<file path="src/rtl/psr_pkg.sv">
package psr_pkg;
    typedef enum logic [1:0] {
        OP_HOLD  = 2'd0,
        OP_LOAD  = 2'd1,
        OP_SHIFT = 2'd2
    } op_e;
endpackage

</file>
<file path="src/rtl/psr_mode_decode.sv">
module psr_mode_decode
    import psr_pkg::*;
(
    input  logic hold_n,
    input  logic load_n,
    output op_e  op
);
    // Priority below the asynchronous clear: hold, then load, then shift.
    always_comb begin
        if (hold_n) begin
            op = OP_HOLD;
        end else if (!load_n) begin
            op = OP_LOAD;
        end else begin
            op = OP_SHIFT;
        end
    end
endmodule

</file>
<file path="src/rtl/psr_core.sv">
module psr_core
    import psr_pkg::*;
#(
    parameter int WIDTH = 8
) (
    input  logic             clk,
    input  logic             clr_n,
    input  op_e              op,
    input  logic [WIDTH-1:0] par_in,
    input  logic             ser_in,
    output logic             tail
);
    localparam int TOP = WIDTH - 1;

    typedef struct packed {
        logic [WIDTH-1:0] bits;
    } state_t;

    state_t state_d, state_q;

    always_comb begin
        state_d = state_q;
        case (op)
            OP_LOAD:  state_d.bits = par_in;
            OP_SHIFT: state_d.bits = {state_q.bits[TOP-1:0], ser_in};
            default:  state_d.bits = state_q.bits;
        endcase
    end

    always_ff @(posedge clk or negedge clr_n) begin
        if (!clr_n) begin
            state_q <= '0;
        end else begin
            state_q <= state_d;
        end
    end

    assign tail = state_q.bits[TOP];

    // the clear dominates at every edge it covers
    assert_clear_zero_R1: assert property (@(posedge clk)
        !clr_n |-> (state_q.bits == '0 && tail == 1'b0));

    // hold keeps the word
    assert_hold_stable_R2: assert property (@(posedge clk) disable iff (!clr_n)
        (op == OP_HOLD) |=> (state_q.bits == $past(state_q.bits)));

    // parallel capture
    assert_load_capture_R3: assert property (@(posedge clk) disable iff (!clr_n)
        (op == OP_LOAD) |=> (state_q.bits == $past(par_in)));

    // one-place move with serial entry at bit 0
    assert_shift_move_R4: assert property (@(posedge clk) disable iff (!clr_n)
        (op == OP_SHIFT) |=> (state_q.bits == {$past(state_q.bits[TOP-1:0]), $past(ser_in)}));
endmodule

</file>
<file path="src/rtl/piso_shift_reg.sv">
module piso_shift_reg
    import psr_pkg::*;
#(
    parameter int WIDTH = 8
) (
    input  logic             clk,
    input  logic             clr_n,
    input  logic             hold_n,
    input  logic             load_n,
    input  logic [WIDTH-1:0] par_in,
    input  logic             ser_in,
    output logic             ser_out
);
    op_e op;

    psr_mode_decode u_decode (
        .hold_n (hold_n),
        .load_n (load_n),
        .op     (op)
    );

    psr_core #(.WIDTH(WIDTH)) u_core (
        .clk    (clk),
        .clr_n  (clr_n),
        .op     (op),
        .par_in (par_in),
        .ser_in (ser_in),
        .tail   (ser_out)
    );

    // after a load the output shows the captured top bit
    assert_load_top_R5: assert property (@(posedge clk) disable iff (!clr_n)
        (!hold_n && !load_n) |=> (ser_out == $past(par_in[WIDTH-1])));
endmodule

</file>
<file path="config.mk">
export PLATFORM = sky130hd
export DESIGN_NAME = piso_shift_reg
export DESIGN_NICKNAME = d
export VERILOG_FILES = /design/src/rtl/psr_pkg.sv /design/src/rtl/psr_mode_decode.sv /design/src/rtl/psr_core.sv /design/src/rtl/piso_shift_reg.sv
export SDC_FILE = /design/constraint.sdc
export NUM_CORES = 1
export LEC_CHECK = 0
export CORE_AREA = 2 2 39 41
export DETAILED_ROUTE_END_ITERATION = 8
export DIE_AREA = 0 0 41 43
export DONT_BUFFER_PORTS = 1
export GPL_ROUTABILITY_DRIVEN = 0
export GPL_TIMING_DRIVEN = 1
export PLACE_DENSITY = 0.4
export SETUP_SLACK_MARGIN = 0.1
export SYNTH_ARGS = -nofsm -noshare
export SYNTH_HDL_FRONTEND = slang
export SYNTH_SLANG_ARGS = --single-unit
</file>
<file path="constraint.sdc">
create_clock -name clk -period 0.89 [get_ports clk]
set_input_delay 0.1335 -clock clk [delete_from_list [all_inputs] [get_ports clk]]
set_output_delay 0.1335 -clock clk [all_outputs]
set_load 0.02 [all_outputs]
</file>
==> reports/results.txt <==
Status: finished, violations left
Violated checks: hold timing
Vias: 246
Vias per cell: 4.73
Post-synthesis simple-gate area fraction: 0.0805
Fraction of power consumed by sequential logic: 0.566
Syn_nets: 47
CTS tree: built
Multiplexer share of the synthesized area: 0.215
I/O pin count: 14
Largest net degree at the start of global routing: 17
Max-cap violations: 0
Number of flip-flops in the largest register: 8
Max Root-Sink Buffers: 2
Top sig layer: met3
Avg Inst Size Synth: 11.0 sq um
CTS root buffer: clkbuf_4
Hold WS: -0.0291 ns
GRT Util Overall: 0.0972
Distinct cells, synth: 5
Ranking of synthesized cells by area: dfrtp_1 54%, mux2i_1 21%, o21ai_1 11%
Combinational power share: 0.098
Die X: 41 microns
Post-synthesis xor/xnor area fraction: 0
Sequential area share after synthesis: 0.537
Synthesis-stage register bit count: 8
Main combinational cell family by area after synthesis: multiplexers
First-pass GRT wire length: 1070 microns
Ant diodes: 0
Top Registers: u_core.state_q x8
Max Slew Vio Count: 0
Placed cells: 48
Final Skew: 0.00567 ns
Inserted Clock Buffers: 3
Mapped Area: 373 sq um
Slew headroom: 0.764
Final Hold Viols: 8
Finished Layout Cells: 52
Initial Util: 0.269
Drt drc: 0
CP Data Required Time: 0.76 ns
Most frequent cells in the layout: 8 x mux2i_1, 8 x nand2_1, 8 x o21ai_1, 7 x dfrtp_1, 3 x clkbuf_4
Fmax achieved: 1210 MHz
Met2 WL: 263 microns
Post-Place Cell Area: 370 sq um
Gate count of the mapped netlist: 34
CP startpoint kind: flip-flop
IO Port Bufs: 0
Setup Fix Bufs, Post-CTS: 0
Drt total wl: 638 microns
FP Rows: 14
Clock sinks: 8
Lkg Pwr: 0.187 nW
Fin crit period: 0.829 ns
DRT iter0 DRCs: 2
Post-synthesis adder-cell area fraction: 0
Tcrit/Tclk final: 0.932
Internal power: 608 uW
Sw frac: 0.223
Final ANT Viol Nets: 0
Setup Viol. Count Final: 0
Setup crit end kind: output port
Share of layout cells above drive strength 1: 0.111
Fin util: 0.292
Die height: 43 microns
Worst-path clk slew: 0.05 ns
Worst hold-check path type: in2reg
Clock power share: 0.336
Worst VDD drop: 1.04 mV
Mean routed wirelength per cell: 12.3 microns
Yosys top cell by area: dfrtp_1
Nets@finish: 51
Core footprint: 1380 sq um
Critical path peak fanout: 2
Yosys top cell area share: 0.537
Unrepaired setup endpoints after global routing: true
Met1 WL: 306 microns
Met3 wire len: 68 microns
Die area: 1760 sq um
Worst Setup Path Type: reg2out
Power Density: 1940 nW/um^2
Htree depth: 1
Biggest register: u_core.state_q
Post-synthesis compound-gate area fraction: 0.107
Vias in the first global route: 287
Syn-to-layout area delta: 8.39%
Design area: 404 sq um
Setup TNS: 0 ns
Syn. warnings: 0
GRT overflow: 0
Crit path DAT: 0.70 ns
Hold_buf cts: 1
Worst-skew pair later-pin latency: 0.25 ns
Initial antenna violation count: 0
Worst-margin pin slew: 0.352 ns
NetSw: 174 uW
Drt pass-1 iters: 2
==> path summary, 6_finish.rpt <==
| kind | end | start | cells past startpoint | slack, ns |
|---|---|---|---|---|
| max reg2reg | u_core.state_q[2] | u_core.state_q[1] | 2 | 0.18 |
| min in group asynchronous | u_core.state_q[6] | clr_n | 1 | 0.23 |
| max | ser_out | u_core.state_q[7] | 0 | 0.06 |
| min | u_core.state_q[7] | hold_n | 1 | -0.03 |
| min reg2reg | u_core.state_q[4] | u_core.state_q[4] | 2 | 0.49 |
| max in group asynchronous | u_core.state_q[7] | clr_n | 1 | 0.39 |
==> Yosys cell counts <==
cell and count:
buf_6 2, dfrtp_1 8, mux2i_1 8, nand2_1 8, o21ai_1 8
==> stage by stage <==
stage / power, mW / worst slack [ns]
6_report: 0.782 / 0.0608
5_1_grt: 0.847 / 0.0315
4_1_cts: 0.807 / 0.0468
2_1_floorplan: 0.521 / 0.203
3_5_place_dp: 0.516 / 0.184
3_3_place_gp: 0.511 / 0.186
==> layer usage <==
metal	vias up	track usage
li1	124	-
met1	109	0.0957
met2	13	0.141
met3	0	0.0995
met4	0	0.0200
met5	-	0
==> worst register-to-register path, cell delays in order, from the launching register on <==
cell     delay, ns
dfrtp_1       0.38
mux2i_1       0.14
o21ai_1       0.07
==> repair_timing <==
action	4_1_cts	5_1_grt
endpoints found under the hold margin	16	8
resized for setup	1	0
endpoints found under the setup margin	1	1
gates cloned	0	0
==> area by class of cell <==
type	instances	area, sq um
multi-input combinational	24	150
fill	155	980
tap	16	20.0
sequential	8	201
timing repair buffer	1	10.0
clock buffer	3	22.5
==> power by group through the flow <==
stage | sequential [mW] | combinational, mW | clock, mW
finish | 0.443 | 0.0766 | 0.263
global route | 0.449 | 0.0896 | 0.309
CTS | 0.443 | 0.0786 | 0.285
detailed placement | 0.448 | 0.0681 | 0
global placement | 0.446 | 0.0651 | 0
floorplan | 0.441 | 0.0800 | 0
==> logic make-up (layout without fill, tap and decap cells) <==
logic type	count (synthesis)	after routing
DFF	8	8
AOI/OAI and AO/OA	8	8
buffers and inverters	2	4
and+or+nand+nor	8	8
muxes	8	8
(Power assumes the default switching activity.)
